[src/rtl/brl_pkg.sv]
package brl_pkg;
    typedef enum logic [1:0] {
        SIDE_OFF = 2'd0,
        SIDE_ARM = 2'd1,
        SIDE_RUN = 2'd2
    } side_state_e;
endpackage

[src/rtl/brl_side_seq.sv]
module brl_side_seq
    import brl_pkg::*;
(
    input  logic clk,
    input  logic rst_n,
    input  logic en,
    input  logic autorun,
    input  logic sync_en,
    input  logic req,
    input  logic sync,
    input  logic allow,
    input  logic done,
    output logic start,
    output logic active
);
    side_state_e state_q, state_d;
    logic        pend_req_q, pend_sync_q;
    logic        go;

    // state register with the remembered request and sync
    always_ff @(posedge clk or negedge rst_n) begin
        if (!rst_n) begin
            state_q     <= SIDE_OFF;
            pend_req_q  <= 1'b0;
            pend_sync_q <= 1'b0;
        end else begin
            state_q <= state_d;
            if (!en || state_q == SIDE_OFF) begin
                pend_req_q  <= 1'b0;
                pend_sync_q <= 1'b0;
            end else begin
                pend_req_q  <= start ? 1'b0 : (pend_req_q | req);
                pend_sync_q <= start ? 1'b0 : (pend_sync_q | sync);
            end
        end
    end

    // next state and outputs
    always_comb begin
        go      = (autorun | pend_req_q | req) & (~sync_en | pend_sync_q | sync);
        start   = 1'b0;
        active  = (state_q == SIDE_RUN);
        state_d = state_q;
        if (!en) begin
            state_d = SIDE_OFF;
        end else begin
            unique case (state_q)
                SIDE_OFF: state_d = SIDE_ARM;
                SIDE_ARM: begin
                    if (go && allow) begin
                        start   = 1'b1;
                        state_d = SIDE_RUN;
                    end
                end
                SIDE_RUN: if (done) state_d = SIDE_ARM;
                default:  state_d = SIDE_OFF;
            endcase
        end
    end
endmodule

[src/rtl/brl_wr_pick.sv]
module brl_wr_pick #(
    parameter int IDX_W = 3
) (
    input  logic [IDX_W-1:0] cur_idx,
    input  logic [IDX_W-1:0] last_idx,
    input  logic [IDX_W-1:0] rd_claim,
    input  logic             rd_claim_vld,
    output logic [IDX_W-1:0] grant,
    output logic             keep
);
    logic [IDX_W-1:0] step_idx;

    always_comb begin
        step_idx = (cur_idx == last_idx) ? '0 : cur_idx + IDX_W'(1);
        keep     = rd_claim_vld && (step_idx == rd_claim);
        grant    = keep ? cur_idx : step_idx;
    end
endmodule

[src/rtl/brl_rd_pick.sv]
module brl_rd_pick #(
    parameter int IDX_W = 3
) (
    input  logic [IDX_W-1:0] wr_last_done,
    input  logic [IDX_W-1:0] last_idx,
    input  logic [IDX_W-1:0] lag,
    input  logic [IDX_W-1:0] wr_idx,
    input  logic             wr_active,
    input  logic [IDX_W-1:0] prev_idx,
    input  logic             prev_vld,
    output logic [IDX_W-1:0] grant,
    output logic             again
);
    logic [IDX_W-1:0] target;
    logic             clash;

    // lag is already clamped to last_idx, so no term underflows
    always_comb begin
        if (wr_last_done >= lag) target = wr_last_done - lag;
        else                     target = wr_last_done + (last_idx - lag) + IDX_W'(1);
        clash = wr_active && (target == wr_idx);
        grant = clash ? prev_idx : target;
        again = prev_vld && (grant == prev_idx);
    end
endmodule

[src/rtl/bufring_lock_arb.sv]
module bufring_lock_arb #(
    parameter int IDX_W = 3
) (
    input  logic             clk,
    input  logic             rst_n,
    input  logic             cfg_enable,
    input  logic [IDX_W-1:0] cfg_last_buf,
    input  logic [IDX_W-1:0] cfg_lag,
    input  logic             cfg_autorun,
    input  logic             wr_sync_en,
    input  logic             rd_sync_en,
    input  logic             wr_start_req,
    input  logic             wr_sync,
    input  logic             wr_frame_done,
    input  logic             rd_start_req,
    input  logic             rd_sync,
    input  logic             rd_frame_done,
    output logic             wr_busy,
    output logic [IDX_W-1:0] wr_buf,
    output logic             wr_dropped,
    output logic             rd_busy,
    output logic [IDX_W-1:0] rd_buf,
    output logic             rd_repeated,
    output logic             lag_hazard
);
    localparam int         CNT_W   = IDX_W + 1;
    localparam logic [CNT_W-1:0] CNT_MAX = {1'b1, {IDX_W{1'b0}}};

    logic             en_q;
    logic [IDX_W-1:0] last_q, lag_q, lag_eff;
    logic [IDX_W-1:0] wr_idx_q, wr_done_q, rd_idx_q;
    logic             rd_have_q;
    logic [CNT_W-1:0] done_cnt_q;
    logic             wr_drop_q, rd_rep_q;

    logic             wr_start, rd_start, rd_allow, wr_finish;
    logic [IDX_W-1:0] wr_pick, rd_pick;
    logic             wr_keep, rd_again;

    assign lag_eff  = (lag_q > last_q) ? last_q : lag_q;
    assign rd_allow = (done_cnt_q > {1'b0, lag_eff}) && !wr_start;
    assign wr_finish = wr_busy && wr_frame_done;

    brl_side_seq u_wr_seq (
        .clk(clk), .rst_n(rst_n), .en(en_q), .autorun(cfg_autorun),
        .sync_en(wr_sync_en), .req(wr_start_req), .sync(wr_sync),
        .allow(1'b1), .done(wr_frame_done), .start(wr_start), .active(wr_busy)
    );

    brl_side_seq u_rd_seq (
        .clk(clk), .rst_n(rst_n), .en(en_q), .autorun(cfg_autorun),
        .sync_en(rd_sync_en), .req(rd_start_req), .sync(rd_sync),
        .allow(rd_allow), .done(rd_frame_done), .start(rd_start), .active(rd_busy)
    );

    brl_wr_pick #(.IDX_W(IDX_W)) u_wr_pick (
        .cur_idx(wr_idx_q), .last_idx(last_q), .rd_claim(rd_idx_q),
        .rd_claim_vld(rd_have_q), .grant(wr_pick), .keep(wr_keep)
    );

    brl_rd_pick #(.IDX_W(IDX_W)) u_rd_pick (
        .wr_last_done(wr_done_q), .last_idx(last_q), .lag(lag_eff),
        .wr_idx(wr_idx_q), .wr_active(wr_busy), .prev_idx(rd_idx_q),
        .prev_vld(rd_have_q), .grant(rd_pick), .again(rd_again)
    );

    always_ff @(posedge clk or negedge rst_n) begin
        if (!rst_n) begin
            en_q       <= 1'b0;
            last_q     <= '0;
            lag_q      <= '0;
            wr_idx_q   <= '0;
            wr_done_q  <= '0;
            rd_idx_q   <= '0;
            rd_have_q  <= 1'b0;
            done_cnt_q <= '0;
            wr_drop_q  <= 1'b0;
            rd_rep_q   <= 1'b0;
        end else begin
            en_q      <= cfg_enable;
            wr_drop_q <= 1'b0;
            rd_rep_q  <= 1'b0;
            if (!en_q) begin
                // configuration follows the inputs only while disabled
                last_q     <= cfg_last_buf;
                lag_q      <= cfg_lag;
                wr_idx_q   <= cfg_last_buf;
                wr_done_q  <= '0;
                rd_idx_q   <= '0;
                rd_have_q  <= 1'b0;
                done_cnt_q <= '0;
            end else begin
                if (wr_start) begin
                    wr_idx_q  <= wr_pick;
                    wr_drop_q <= wr_keep;
                end
                if (wr_finish) begin
                    wr_done_q <= wr_idx_q;
                    if (done_cnt_q != CNT_MAX) done_cnt_q <= done_cnt_q + CNT_W'(1);
                end
                if (rd_start) begin
                    rd_idx_q  <= rd_pick;
                    rd_have_q <= 1'b1;
                    rd_rep_q  <= rd_again;
                end
            end
        end
    end

    assign wr_buf      = wr_idx_q;
    assign rd_buf      = rd_idx_q;
    assign wr_dropped  = wr_drop_q;
    assign rd_repeated = rd_rep_q;
    assign lag_hazard  = en_q && (lag_q >= last_q);
endmodule

[config.mk]
export PLATFORM = sky130hd
export DESIGN_NAME = bufring_lock_arb
export DESIGN_NICKNAME = d
export VERILOG_FILES = /design/src/rtl/brl_pkg.sv /design/src/rtl/brl_side_seq.sv /design/src/rtl/brl_wr_pick.sv /design/src/rtl/brl_rd_pick.sv /design/src/rtl/bufring_lock_arb.sv
export SDC_FILE = /design/constraint.sdc
export NUM_CORES = 1
export LEC_CHECK = 0
export BUFFER_PORTS_ARGS = -buffer_cell sky130_fd_sc_hd__buf_2
export CAP_MARGIN = 40
export CORE_UTILIZATION = 30
export DETAILED_ROUTE_END_ITERATION = 6
export SLEW_MARGIN = 20
export SYNTH_ARGS = -nofsm -noshare
export SYNTH_HDL_FRONTEND = slang
export SYNTH_SLANG_ARGS = --single-unit
[constraint.sdc]
create_clock -name clk -period 4.1 [get_ports clk]
set_input_delay 0 -clock clk [delete_from_list [all_inputs] [get_ports clk]]
set_output_delay 0 -clock clk [all_outputs]
set_load 0.02 [all_outputs]
==> impl_results.md <==
* Average wire per standard cell at ~14 µm
* Final worst-path cycle share at 0.915
* Hold Path Depth at 3
* Nets at around 300
* Worst Setup SP: last_q[2]$_DFFE_PN0N_
* Setup bufs post-CTS at 0
* Remaining Overflow, GRT at 0
* CTS Sinks at 31
* Clock transition at the registers of the reported paths at around 70 ps
* FMAX at roughly 270 MHz
* CTS Buffer Depth at 2
* Num CTS Buffers at 5
* Cell count after placement at about 350
* Area contributors post-synth: dfrtp_1 (36%), ha_1 (7.5%), nor2_1 (4.2%)
* DR iter-0 viols at 110
* RR Endpoint: rd_repeated$_DFF_PN0_
* Clock Latency Late Sink at 290 ps
* Synth Instances at 227
* Ys async rst share at 1.00
* Clock skew at between 7 and 8 ps
* Total track usage at 0.156
* Commonest non-fill, non-tap cell in the layout: dfrtp_1
* Worst reg2reg path depth at 13
* Data required, critical path at between 4000 and 5000 ps
* Critical path class: flop to flop
* Syn_nets at approximately 260
* Num rows at 30
* Synth Warn # at 0
* Number of remaining DRC errors at 0
* Vias in the first global route at around 1800
* Setup TNS at 0 ps
* Initial Util at 0.314
* Internal power at between 0.6 and 0.7 mW
* Final ANT Viol Nets at 0
* Buffer and inverter count on the worst path at 2
* Port Buf Inserts at 28
* Fin util at 0.381
* Area grow syn2layout at 21.3%
* Pwr dens at around 390 mW/mm²
* Antenna diodes at 0
* Worst r2r src: last_q[2]$_DFFE_PN0N_
* Number of max-cap violations at 0
* Final Hold Fails at 0
* Die Area at around 0.0075 mm²
* CP Depth at 13
* Non-filler cells, final at 367
* WL final at a little over 5 mm
* R2R Setup Slk at about 350 ps
* EDFF count, synth at 0
* Endpoints failing setup at 0
* CP cell instances: inv_1 -> ha_1 -> nand3b_1 -> a32oi_1 -> mux2_2 -> ha_1 -> inv_1 -> fa_1 -> a211oi_1 -> a21oi_1 -> xor2_1 -> or4_4 -> o32ai_2
* Largest net degree at the start of global routing at 32
* Worst Tran Pin Value at 689 ps
* Switching Share at 0.385
* Clock Power Share at 0.241
* Fraction of layout cells with a size suffix above 1 at 0.199
* RSZ-0062 raised after global routing: no
* H-tree levels at 2
* Max-slew violations at 0
* Mapped cell area at 0.00216 mm²
* Initial antenna violation count at 0
* Clk root buf: clkbuf_8
* Worst min path class: input pin to flop
* Seq pwr share at 0.360
* Sw Pwr at 0.390 mW
* CP top delay family: adder cells
* Final min period at roughly 3800 ps
* CTS tree: done
* Top cell type's share of synthesized area at 0.360
* Sequential share of the synthesized area at 0.360
* Logic pwr share at 0.398
* CP Capture Type: flop
* #FFs+latches synth at 31
* Hold WS at between 5 and 6 ps
* Ports at 29
* End point of the critical path: rd_repeated$_DFF_PN0_
* LEAKAGE at roughly 1.2 nW
* Slew headroom at 0.540
* Die W at approximately 87 µm
* Critical path launch point type: flop
* Critical Path AT at between 3000 and 4000 ps
* Mapped Avg Cell Area at between 9 and 10 µm²
* DR vias/cell at slightly above 5
* Netlist cell types at just under 60
* First-pass GRT wire length at a little under 9 mm
* Post-DP HPWL at just under 4 mm
* DRT Pass-1 Iters at 4
* CP max stage delay at approximately 500 ps
* Ys flop type: dfrtp_1
* DR vias at around 1900
* CP max-delay cell: or4_4
* Maximum vdd drop at around 0.17 mV
* Die height at slightly below 90 µm
* Area of the core at ~0.0069 mm²
* Routability congestion estimate at around 0.83
* Outcome: complete, no violations
* Most frequent cells in the layout: dfrtp_1 (31), buf_2 (28), nor2_1 (24)
* CP Max Fanout at 4
* Cell taking the most area after synthesis: dfrtp_1
## cell type report
type,count,area [µm²]
Multi-Input combinational cell,172,1280
Clock inverter,2,12.5
Sequential cell,31,776
Inverter,20,75.1
Clock buffer,6,72.6
Fill cell,689,4250
Timing Repair Buffer,40,278
Tap cell,96,120
## worst register-to-register path: cells and delay by family (launching register included)
family / cells / cell delay (ps)
compound gates: 4 / 790
xor+xnor: 1 / 160
fa+ha+maj: 3 / 1090
buf+inv: 2 / 130
flops: 1 / 420
mux: 1 / 420
simple gates: 2 / 650
## metal layers
layer  vias to the layer above  GRT usage  wire (µm)  part of all wire
li1                        907          -          -                 -
met1                       906      0.204       2560              0.50
met2                        42      0.249       2310              0.45
met3                         9     0.0381        204             0.040
met4                         0     0.0561         85             0.016
met5                         -          0          0                 0
## stage by stage
stage               setup WS (ps)  power, mW  instance area (µm²)
floorplan                     676      0.667                 2160
global placement              459      0.755                 2390
detailed placement            370      0.761                 2390
CTS                           349       1.02                 2590
global route                 81.4       1.10                 2620
finish                        348       1.01                 2620
## synthesized netlist by cell type, types with 2 or more instances
master	count
nor4_1	2
nand3_1	6
nor2_1	24
o21ai_0	7
nor3_1	2
clkbuf_1	2
xnor2_1	6
dfrtp_1	31
fa_1	3
mux2_2	4
a21o_1	5
o21ai_1	3
nand2_1	16
inv_1	20
a22o_1	2
o21a_1	2
a31oi_1	4
nor2b_1	3
xor2_1	7
o211ai_1	6
and2_1	2
a21oi_1	15
ha_1	13
nand3b_1	4
a211oi_1	2
nand2b_1	3
and3_1	2
## registers in the layout, indices dropped and copies added (netlist names)
| name | flops |
|---|---|
| wr_dropped | 1 |
| lag_q | 3 |
| wr_done_q | 3 |
| u_rd_seq.state_q | 2 |
| last_q | 3 |
| u_wr_seq.state_q | 2 |
| done_cnt_q | 4 |
| rd_have_q | 1 |
| u_rd_seq.pend_req_q | 1 |
| u_wr_seq.pend_req_q | 1 |
| rd_repeated | 1 |
| u_wr_seq.pend_sync_q | 1 |
| rd_buf | 3 |
| wr_buf | 3 |
| u_rd_seq.pend_sync_q | 1 |
| en_q | 1 |
## kinds of logic after synthesis
family | Yosys count | synth area share
AND/OR/NAND/NOR | 74 | 0.182
AO/OA/AOI/OAI | 63 | 0.221
flip-flops | 31 | 0.360
buffers and inverters | 24 | 0.0458
adder cells (fa/ha/maj) | 16 | 0.103
XOR/XNOR | 14 | 0.0633
multiplexers | 5 | 0.0255
## how the worst min path moves through the flow
stage	start	to
detailed placement	cfg_enable	en_q$_DFF_PN0_
floorplan	rst_n	done_cnt_q[0]$_DFFE_PN0P_
CTS	cfg_last_buf[2]	wr_buf[2]$_DFFE_PN0P_
global route	cfg_last_buf[2]	last_q[2]$_DFFE_PN0N_
finish	cfg_last_buf[2]	last_q[2]$_DFFE_PN0N_
global placement	cfg_enable	en_q$_DFF_PN0_
## power by group through the flow
stage | Combinational (mW) | Sequential [mW] | Clock (mW)
after floorplan | 0.302 | 0.365 | 0
after global placement | 0.384 | 0.371 | 0
after detailed placement | 0.389 | 0.371 | 0
after CTS | 0.400 | 0.365 | 0.253
after global routing | 0.457 | 0.370 | 0.270
final | 0.404 | 0.365 | 0.245
## what timing repair did
item                                   in CTS  in global routing
hold buffers                               11                  0
gates resized for setup                     0                  0
endpoints found under the hold margin      43                  0
Power figures use the tool's default switching activity.
